File: config.mk
export PLATFORM = sky130hd
export DESIGN_NAME = bus_demux
export DESIGN_NICKNAME = d
export VERILOG_FILES = /design/src/rtl/bus_demux.sv
export SDC_FILE = /design/constraint.sdc
export NUM_CORES = 1
export LEC_CHECK = 0
export ABC_CLOCK_PERIOD_IN_PS = 1000
export BUFFER_PORTS_ARGS = -buffer_cell sky130_fd_sc_hd__buf_2
export CORE_UTILIZATION = 32
export DETAILED_ROUTE_END_ITERATION = 16
export GPL_TIMING_DRIVEN = 1
export PLACE_DENSITY = 0.74
export SYNTH_ARGS = -nofsm -noshare
export SYNTH_HDL_FRONTEND = slang
export SYNTH_SLANG_ARGS = --single-unit
export TNS_END_PERCENT = 1
File: constraint.sdc
create_clock -name clk -period 1 [get_ports clk]
set_input_delay 0.1 -clock clk [delete_from_list [all_inputs] [get_ports clk]]
set_output_delay 0.1 -clock clk [all_outputs]
set_load 0.02 [all_outputs]
File: src/rtl/bus_demux.sv
module bus_demux (
  input  logic        clk,
  input  logic        rst,
  input  logic [7:0]  ad_in,
  input  logic [7:0]  addr_hi,
  input  logic        ale,
  input  logic        rd_n,
  input  logic        wr_n,
  input  logic [7:0]  rd_data,
  output logic [7:0]  ad_out,
  output logic        ad_oe,
  output logic [15:0] addr,
  output logic [7:0]  addr_lo,
  output logic        addr_valid,
  output logic [7:0]  wr_data,
  output logic        wr_stb,
  output logic        rd_stb,
  output logic        err
);

  logic [7:0] lo_q;

  always_ff @(posedge clk) begin
    if (rst)
      lo_q <= 8'h00;
    else if (ale)
      lo_q <= ad_in;
  end

  always_ff @(posedge clk) begin
    if (rst)
      err <= 1'b0;
    else if (!rd_n && !wr_n)
      err <= 1'b1;
  end

  assign addr_lo    = ale ? ad_in : lo_q;
  assign addr       = {addr_hi, addr_lo};
  assign addr_valid = !rd_n || !wr_n;
  assign wr_stb     = !wr_n && rd_n;
  assign rd_stb     = !rd_n && wr_n;
  assign wr_data    = ad_in;
  assign ad_out     = rd_data;
  assign ad_oe      = rd_stb;

  p_hold_r2: assert property (@(posedge clk) disable iff (rst)
    (!ale && $past(!ale) && $past(!rst)) |-> addr_lo == $past(addr_lo));

  p_capture_r2: assert property (@(posedge clk) disable iff (rst)
    ($past(ale) && !ale && $past(!rst)) |-> addr_lo == $past(ad_in));

  p_idle_r3: assert property (@(posedge clk) disable iff (rst)
    !addr_valid |-> (!wr_stb && !rd_stb && !ad_oe));

  p_oe_r5: assert property (@(posedge clk) disable iff (rst)
    ad_oe |-> (!rd_n && rd_stb));

  p_excl_r6: assert property (@(posedge clk) disable iff (rst)
    !(rd_stb && wr_stb));

  p_err_set_r6: assert property (@(posedge clk) disable iff (rst)
    (!rd_n && !wr_n) |=> err);

  p_err_sticky_r6: assert property (@(posedge clk) disable iff (rst)
    err |=> err);

  p_reset_r7: assert property (@(posedge clk) disable iff (rst)
    ($past(rst) && !ale) |-> (addr_lo == 8'h00 && !err));

endmodule

## Yosys cells after proc, flatten, opt, wreduce, memory -nomap -nowiden

Index checks and enable logic that the tools add are counted.

| word-level totals | value |
|---|---|
| word-level logic and storage cells | 9 |
| output and inout bits | 45 |
| bits in registers | 9 |
| input port bits | 29 |

| cells by class | value |
|---|---|
| reduce and logical (&&, ||, !) cells | 6 |
| multiplexer cells | 1 |

Operators by type and width:

| kind | count |
|---|---|
| 8-bit 2-to-1 mux | 1 |
| 1-bit logical AND | 3 |
| 1-bit logical NOT | 2 |
| 1-bit logical OR | 1 |

## Depth between registers and ports, before layout

Gate-level depths: netlist of run 1.

| logic depth | value |
|---|---|
| depth in word-level cells | 2 |
| mapped depth | 3 |
| depth with buffers taken out | 2 |

## Worst setup path before layout of run 1

No wires, ideal clock.

| timing path | value |
|---|---|
| path kind | reg2out |
| from | register lo_q[0] |
| to | output port addr_lo[0] |
| stages on the path, launching flop included | 3 |
| data required time | 0.900 ns |
| slack | 0.156 ns |
| arrival time | 0.744 ns |
| path buffers | 1 |
| path through | dfxtp_1 -> mux2_4 -> buf_4 |

| between the ends | value |
|---|---|
| cells in the longest elaborated chain, start to end | 1 |

RTL lines:

| item | line | source |
|---|---|---|
| start, declared | 21 | `logic [7:0] lo_q;` |
| start signal, assigned | 27 | `lo_q <= ad_in;` |
| 8-bit 2-to-1 mux | 37 | `assign addr_lo = ale ? ad_in : lo_q;` |
| end, declared | 13 | `output logic [7:0] addr_lo,` |

No other way between the ends.

## Worst setup path in the final report of run 1

| timing path | value |
|---|---|
| from | register lo_q[0] |
| to | output port addr[0] |

| between the ends | value |
|---|---|
| cells in the longest elaborated chain, start to end | 1 |

RTL lines:

| item | line | source |
|---|---|---|
| 8-bit 2-to-1 mux | 37 |  |
| end, declared | 12 | `output logic [15:0] addr,` |

No other way between the ends.

==> results.yml, run 1 <==
synth:
  synth_top_cell_by_area: "buf_4"
  yosysWarnings: 0
  ys_ff_latch: 9
  netlist_instances: 64
  syn_avg_cell_area_sq_um: 9.990
  synthesis.nets: 93
  synth_top_cell_area_share_pct: 38.75
  synthDistinctLibCells: 8
  synthTopCellsByArea: "buf_4 (39%), dfxtp_1 (28%), mux2_4 (19%)"
  ys_seq_area_share_pct: 28.18
  syn_area_sq_um: 639.4
clock_tree:
  clockBufferDepth: 2
  cts_tree: "built"
  htree_levels: 1
  numCtsBuffers: 3
  cts_root_buf: "clkbuf_4"
  clkTransAtPathRegs_ns: 0.06
  ctsHoldBuffers: 0
  clock_sinks: 9
  clock_latency_ns: 0.25
  cts_setup_buffers: 0
detailed_routing:
  routed_wl_um: 1125
  ant_nets: 0
  post_drt_via_cell_ratio: 3.941
  drcViolationCount: 0
  wl_per_cell_um: 11.14
  via_count: 398
  initialDrtViolationCount: 2
  dr.pass1.iters: 2
sta:
  post-route-min-period_ns: 1.078
  tightest_slew_ns: 0.1719
  skew_ns: 0
  slew_headroom_pct: 88.54
  finalSetupViolCount: 16
  rsz0062_at_grt: "yes"
  max_freq_mhz: 927.8
  setup_slack_ns: -0.07786
  hold_ws_ns: 0.1294
  drv_slew: 0
  post-route-period-util_pct: 107.8
  hold_violations: 0
power_and_ir_drop:
  p_total_w: 0.001030
  irDropWorstVdd_mv: 0.8526
  leakagePower_nw: 0.3849
  powerDensity_nw_per_um2: 1396
finish:
  num-nets-final: 106
  n_fill_cell: 192
  finalInstanceArea_sq_um: 738.2
  syn2layout_area_growth_pct: 15.46
  utilization_pct: 40.97
  diodes: 0
  drive_above_1_share_pct: 71.05
global_route:
  grt_pass1_wl_um: 1407
  grt_max_degree: 10
  grt_pass1_vias: 336
  antenna_found_initial: 0
  grt_usage_pct: 9.634
  globalRouteOverflowTotal: 0
floorplan:
  num_io_pins: 74
  core_sq_um: 1802
  rows: 15
  die-area_sq_um: 2181
  die_y_um: 46.70
  start_util_pct: 35.49
  die_w_um: 46.70
setup_path:
  crit_arrival_ns: 0.98
  crit_type: "flip-flop to output pin"
  end_kind: "output pin"
  crit_family: "flip-flops"
  crit_chain: "mux2_4 -> buf_6"
  slowest_stage: "dfxtp_1"
  crit_buf_inv: 1
  path_max_fanout: 3
  cp-start-kind: "flip-flop"
  slowest_delay_ns: 0.30
  required_ns: 0.90
worst_hold_path:
  hold_path_class: "input pin to flip-flop"
placed_design:
  dpl_cell_area_sq_um: 636.9
  numPortBuffers: 41
  pre_cts_ws_ns: 0.07890
  globalplace.congestion: 0.5465
  dpl.hpwl_um: 850.6
run_status:
  status: "finished, violations left"
  violations: "negative setup slack"
run:
  cap_violations: 0
Yosys cell counts:
master and count:
mux2_4 8, dfxtp_1 9, nor2b_1 10, nand2_1 1, nor2_1 1, o21ba_2 1
buf_6 1, buf_4 33
area by class of cell:
| class | count | area (sq um) | share of cell area (%) |
|---|---|---|---|
| clock buffers | 4 | 26.28 | 3.559 |
| well taps | 25 | 31.28 | 4.237 |
| multi-input cells | 21 | 200.2 | 27.12 |
| repair buffers | 42 | 300.3 | 40.68 |
| flip-flops and latches | 9 | 180.2 | 24.41 |
kinds of logic (layout without fill, tap and decap cells):
kind of cell | Yosys count | in the layout | synth area share [%]
mux | 8 | 8 | 18.79
buf+inv | 34 | 46 | 40.51
simple gates | 12 | 12 | 10.96
compound gates | 1 | 1 | 1.566
flops | 9 | 9 | 28.18
where the power goes:
part           internal [W]  switching, W  leakage (nW)  total (W)
sequential         0.000380    0.00000586        0.0744   0.000386
combinational      0.000179      0.000187         0.296   0.000366
clock              0.000153      0.000124        0.0150   0.000278
total              0.000713      0.000317         0.385    0.00103
sequential cells by signal, summed over array words and instances, names as in the netlist:
| register | flops |
|---|---|
| err | 1 |
| lo_q | 8 |
layout by cell type (no fill, tap or decap):
master and count:
dfxtp_1 9, buf_2 29, mux2_4 8, nor2b_1 10
clkbuf_1 1, nor2_1 1, nand2_1 1, o21ba_2 1
buf_6 12, clkbuf_4 3, buf_12 1
worst paths after layout:
check,startpoint,end,slack [ns],cells after the start
max,lo_q[0],addr[0],-0.08,2
min,rst,lo_q[1],0.13,2
max reg2reg,lo_q[6],lo_q[6],0.18,2
min reg2reg,err,err,0.58,2
per-stage QoR:
stage	setup TNS, ns	std cells
3_5_place_dp	0	97
5_1_grt	-1.862	101
6_report	-1.202	101
2_1_floorplan	0	64
4_1_cts	-1.439	101
3_3_place_gp	0	97
layer usage:
metal  share of wire (%)  GRT usage, %  up-vias  routed length (um)
li1                    -             -      191                   -
met1                  35         8.685      178                 394
met2                  51         16.67       27                 579
met3                  13         5.882        2                 145
met4                0.44         5.143        0                   5
met5                   0             0        -                   0
timing repair:
action	4_1_cts	5_1_grt
pin swaps	0	0
endpoints found under the setup margin	16	16
gates resized for setup	24	0
(Power assumes the default switching activity.)
==> run 2: changes to the inputs <==
CELL_PAD_IN_SITES_DETAIL_PLACEMENT = 0   (was not set)
CELL_PAD_IN_SITES_GLOBAL_PLACEMENT = 2   (was not set)
CORE_UTILIZATION = 15   (was 32)
PLACE_DENSITY = 0.73   (was 0.74)
==> run 2 against run 1 <==
  * First-iteration DRC count increased to 6.0 times the previous value
  * Routed wire length grew 19%
  * Combinational power increased by 6.8%
  * Critical endpoint is now addr_lo[2]
  * Critical path depth unchanged
  * Clock-buffer cell count unchanged
  * Largest power group is now clock
  * Die area grew 110%
  * Register-to-register slack got worse by 0.02 ns
  * Sequential power is essentially flat
  * Flip-flop and latch count is the same
  * Utilization fell by 21 points
  * Hold slack gained 0.044 ns
  * Power increased by 18%
  * The flow still finishes with violations (negative setup slack)
==> results.yml, run 2 (same netlist as run 1, synthesis figures left out) <==
run_status:
  status: "finished, violations left"
  violations: "negative setup slack"
global_route:
  globalRouteOverflowTotal: 0
  grt_max_degree: 10
  grt_usage_pct: 6.219
  grt_pass1_wl_um: 1973
  antenna_found_initial: 0
  grt_pass1_vias: 413
run:
  cap_violations: 0
setup_path:
  crit_buf_inv: 1
  r2r-start: "lo_q[2]"
  crit_start: "lo_q[2]"
  end_kind: "output pin"
  crit_family: "flip-flops"
  crit_arrival_ns: 0.95
  slowest_stage: "dfxtp_1"
  path_max_fanout: 3
  required_ns: 0.90
  slowest_delay_ns: 0.29
  crit_type: "flip-flop to output pin"
  cp-start-kind: "flip-flop"
  crit_chain: "mux2_4 -> buf_6"
detailed_routing:
  dr.pass1.iters: 2
  drcViolationCount: 0
  ant_nets: 0
  via_count: 414
  initialDrtViolationCount: 12
  wl_per_cell_um: 10.62
  routed_wl_um: 1338
  post_drt_via_cell_ratio: 3.286
sta:
  skew_ns: 0
  slew_headroom_pct: 86.38
  finalSetupViolCount: 16
  hold_ws_ns: 0.1731
  post-route-period-util_pct: 105.0
  hold_violations: 0
  post-route-min-period_ns: 1.050
  tightest_slew_ns: 0.2043
  max_freq_mhz: 952.5
  drv_slew: 0
  setup_slack_ns: -0.04981
  rsz0062_at_grt: "yes"
floorplan:
  rows: 23
  num_io_pins: 74
  die_y_um: 67.29
  core_sq_um: 4058
  die_w_um: 67.29
  die-area_sq_um: 4527
  start_util_pct: 15.76
clock_tree:
  numCtsBuffers: 3
  cts_resized: 32
  clockBufferDepth: 2
  cts_root_buf: "clkbuf_8"
  clkTransAtPathRegs_ns: 0.05
  clock_sinks: 9
  cts_setup_buffers: 0
  clock_latency_ns: 0.23
  cts_tree: "built"
  ctsHoldBuffers: 0
  htree_levels: 1
power_and_ir_drop:
  leakagePower_nw: 0.3990
  irDropWorstVdd_mv: 0.6278
  powerDensity_nw_per_um2: 1491
finish:
  most-common-layout-cells: "buf_2 (25), buf_6 (16), nor2b_1 (10), dfxtp_1 (9), mux2_4 (8)"
  diodes: 0
  regMostFlops: "lo_q"
  utilization_pct: 20.04
  finalNonFillerCells: 126
  num-nets-final: 106
  drive_above_1_share_pct: 71.05
  reg_top3: "lo_q: 8 flops, err: 1 flops"
  syn2layout_area_growth_pct: 27.20
  final_common_cell: "buf_2"
  n_fill_cell: 446
  finalInstanceArea_sq_um: 813.3
  largest_reg_flops: 8
placed_design:
  pre_cts_ws_ns: 0.06838
  placedCellCount: 122
  globalplace.congestion: 0.6205
  numPortBuffers: 41
  dpl_cell_area_sq_um: 668.1
worst_hold_path:
  hp-start: "wr_n"
  hold_path_class: "input pin to flip-flop"
[run 2: changes by cell type in the layout (fill, tap and decap cells not counted)]
cell | before | now
clkbuf_4 | 3 | 0
buf_6 | 12 | 16
buf_2 | 29 | 25
clkbuf_8 | 0 | 3
[run 2: final cells by class]
class	count	area, sq um	area share, %
clock buffers	4	45.04	5.538
well taps	50	62.56	7.692
multi-input cells	21	200.2	24.62
repair buffers	42	325.3	40.00
flip-flops and latches	9	180.2	22.15
[run 2: power by group]
group	leakage, nW	total, W	internal, W	switching, W
Clock	0.0228	0.000435	0.000279	0.000156
Combinational	0.302	0.000391	0.000195	0.000196
Sequential	0.0744	0.000386	0.000381	0.00000525
Total	0.399	0.00121	0.000855	0.000358
[run 2: final timing paths]
kind | endpoint | depth (start not counted) | slack [ns]
worst max-delay path | addr_lo[2] | 2 | -0.05
worst min register to register | err | 2 | 0.57
worst max register to register | lo_q[2] | 2 | 0.16
worst min-delay path | err | 3 | 0.17
[run 2: worst reg2reg max path, cell delays in order (launching register included)]
cell     delay (ns)
dfxtp_1        0.29
mux2_4         0.29
nor2b_1        0.14
[run 2: routing by layer]
layer	vias up	GRT usage [%]	part of all wire (%)
li1	192	-	-
met1	184	5.711	36
met2	36	11.13	51
met3	2	4.054	12
met4	0	1.862	0.37
met5	-	0	0
[run 2: stage by stage]
| step | TNS (ns) | power [W] |
|---|---|---|
| 2_1_floorplan | 0 | 0.0007444 |
| 3_3_place_gp | 0 | 0.0007121 |
| 3_5_place_dp | 0 | 0.0007155 |
| 4_1_cts | -0.9357 | 0.001250 |
| 5_1_grt | -1.202 | 0.001273 |
| 6_report | -0.7117 | 0.001212 |
==> run 3: changes to the inputs <==
ABC_CLOCK_PERIOD_IN_PS = 900   (was 1000)
CORE_UTILIZATION = 14   (was 15)
PLACE_DENSITY = 0.71   (was 0.73)
clock period = 0.9 ns   (was 1 ns; I/O delays follow)
==> run 3 against run 2 <==
  * The run still ends with negative setup slack left
  * Clock-buffer cell count did not move
  * Via count is 1.2% lower
  * Non-clock buffer count stayed put
  * Hold slack got worse by 0.014 ns
  * Clock skew unchanged
  * First-iteration DRC count is 67% lower
  * Register-to-register slack worse by 0.09 ns
  * Utilization decreased by 2.3 points
  * Critical path type unchanged
==> results.yml, run 3 (same netlist as run 1, synthesis figures left out) <==
run_status:
  status: "finished, violations left"
  violations: "negative setup slack"
floorplan:
  num_io_pins: 74
  core_sq_um: 4384
  rows: 24
  die-area_sq_um: 4841
  start_util_pct: 14.58
  die_y_um: 69.58
  die_w_um: 69.58
setup_path:
  crit_arrival_ns: 0.95
  worstReg2RegEnd: "lo_q[0]"
  cp-start-kind: "flip-flop"
  path_max_fanout: 3
  crit_type: "flip-flop to output pin"
  slowest_stage: "dfxtp_1"
  end_kind: "output pin"
  crit_buf_inv: 1
  ff2ff_setup_slack_ns: 0.07
  r2r-start: "lo_q[0]"
  crit_family: "flip-flops"
  crit_chain: "mux2_4 -> buf_2"
  slowest_delay_ns: 0.29
  crit_start: "lo_q[2]"
  required_ns: 0.81
  r2r_cells: 2
finish:
  n_fill_cell: 485
  drive_above_1_share_pct: 71.05
  num-nets-final: 106
  syn2layout_area_growth_pct: 21.72
  diodes: 0
  largest_reg_flops: 8
  most-common-layout-cells: "buf_2 (31), nor2b_1 (10), buf_6 (10), dfxtp_1 (9), mux2_4 (8)"
  regMostFlops: "lo_q"
  reg_top3: "lo_q: 8 flops, err: 1 flops"
  final_common_cell: "buf_2"
clock_tree:
  cts_tree: "built"
  numCtsBuffers: 3
  clkTransAtPathRegs_ns: 0.05
  clockBufferDepth: 2
  htree_levels: 1
  ctsHoldBuffers: 0
  clock_latency_ns: 0.23
  clock_sinks: 9
  cts_root_buf: "clkbuf_8"
power_and_ir_drop:
  power.switching_w: 0.0003820
  leakagePower_nw: 0.3895
  p_int_w: 0.0009241
  p_sw_share_pct: 29.24
  irDropWorstVdd_mv: 0.6220
  seqPwrFrac_pct: 33.0
  combinationalPowerShare_pct: 30.5
  powerDensity_nw_per_um2: 1678
  power_frac_clock_pct: 36.5
worst_hold_path:
  hold_path_class: "input pin to flip-flop"
  hp-start: "wr_n"
  holdPathStages: 3
  hold_end: "err"
sta:
  hold_ws_ns: 0.1588
  post-route-min-period_ns: 1.045
  setup_slack_ns: -0.1450
  tightest_slew_ns: 0.1977
  skew_ns: 0
  hold_violations: 0
  slew_headroom_pct: 86.82
  drv_slew: 0
  max_freq_mhz: 957.0
  finalSetupViolCount: 16
  rsz0062_at_grt: "yes"
  post-route-period-util_pct: 116.1
detailed_routing:
  post_drt_via_cell_ratio: 3.195
  via_count: 409
  wl_per_cell_um: 9.805
  initialDrtViolationCount: 4
  routed_wl_um: 1255
  drcViolationCount: 0
  ant_nets: 0
  dr.pass1.iters: 2
global_route:
  grt_pass1_vias: 376
  grt_usage_pct: 5.229
  top_usage_layer: "met2"
  met1_usage_pct: 4.893
  globalRouteOverflowTotal: 0
  use_met3_pct: 3.924
  grtUsageMet2_pct: 8.846
  grt_pass1_wl_um: 1869
  antenna_found_initial: 0
  grt_max_degree: 10
placed_design:
  globalplace.congestion: 0.6080
  dpl.hpwl_um: 966.4
  numPortBuffers: 41
  pre_cts_ws_ns: -0.01221
run:
  cap_violations: 0
[run 3: worst max-delay path by stage]
stage	end	slack [ns]	cells past startpoint
final	addr_lo[2]	-0.14	2
after global routing	addr[3]	-0.18	2
after CTS	addr[5]	-0.16	2
after detailed placement	lo_q[1]	-0.01	4
after global placement	lo_q[1]	-0.0002	4
after floorplan	addr_lo[0]	0.07	2
[run 3: layout make-up]
cell class                 count  area [sq um]  share of cell area [%]
sequential                     9         180.2                   23.15
timing repair buffer          42         287.8                   36.98
clock buffer                   4         45.04                   5.788
multi-input combinational     21         200.2                   25.72
tap                           52         65.06                   8.360
[run 3: through the flow]
step	power (W)	std cells	utilization, %	TNS, ns	area [sq um]
4_1_cts	0.001317	128	16.90	-2.517	740.7
5_1_grt	0.001400	128	17.75	-2.856	778.2
2_1_floorplan	0.0008271	64	-	0	639.4
6_report	0.001306	128	17.75	-2.229	778.2
3_5_place_dp	0.0007897	124	15.30	-0.1290	670.6
3_3_place_gp	0.0007850	124	15.30	-0.0004167	670.6
[run 3: power groups by stage]
stage                     sequential (W)  combinational, W  clock (W)
after floorplan                 0.000440          0.000387          0
after global placement          0.000437          0.000348          0
after detailed placement        0.000439          0.000351          0
after CTS                       0.000431          0.000373   0.000514
after global routing            0.000433          0.000423   0.000545
final                           0.000431          0.000398   0.000477
[run 3: per-layer routing]
metal	routed length (um)	up-vias
met4	4	0
met2	663	37
met5	0	-
met3	161	2
met1	425	180
li1	-	190
[run 3: repair_timing]
item,4_1_cts,5_1_grt
gates resized for setup,8,12
setup buffers,0,0
endpoints found under the setup margin,16,16
endpoints found under the hold margin,0,0
gates cloned,0,0
[run 3: worst register-to-register path: stages, from the launching register on]
cell and delay [ns]:
dfxtp_1 0.30, mux2_4 0.29, nor2b_1 0.13
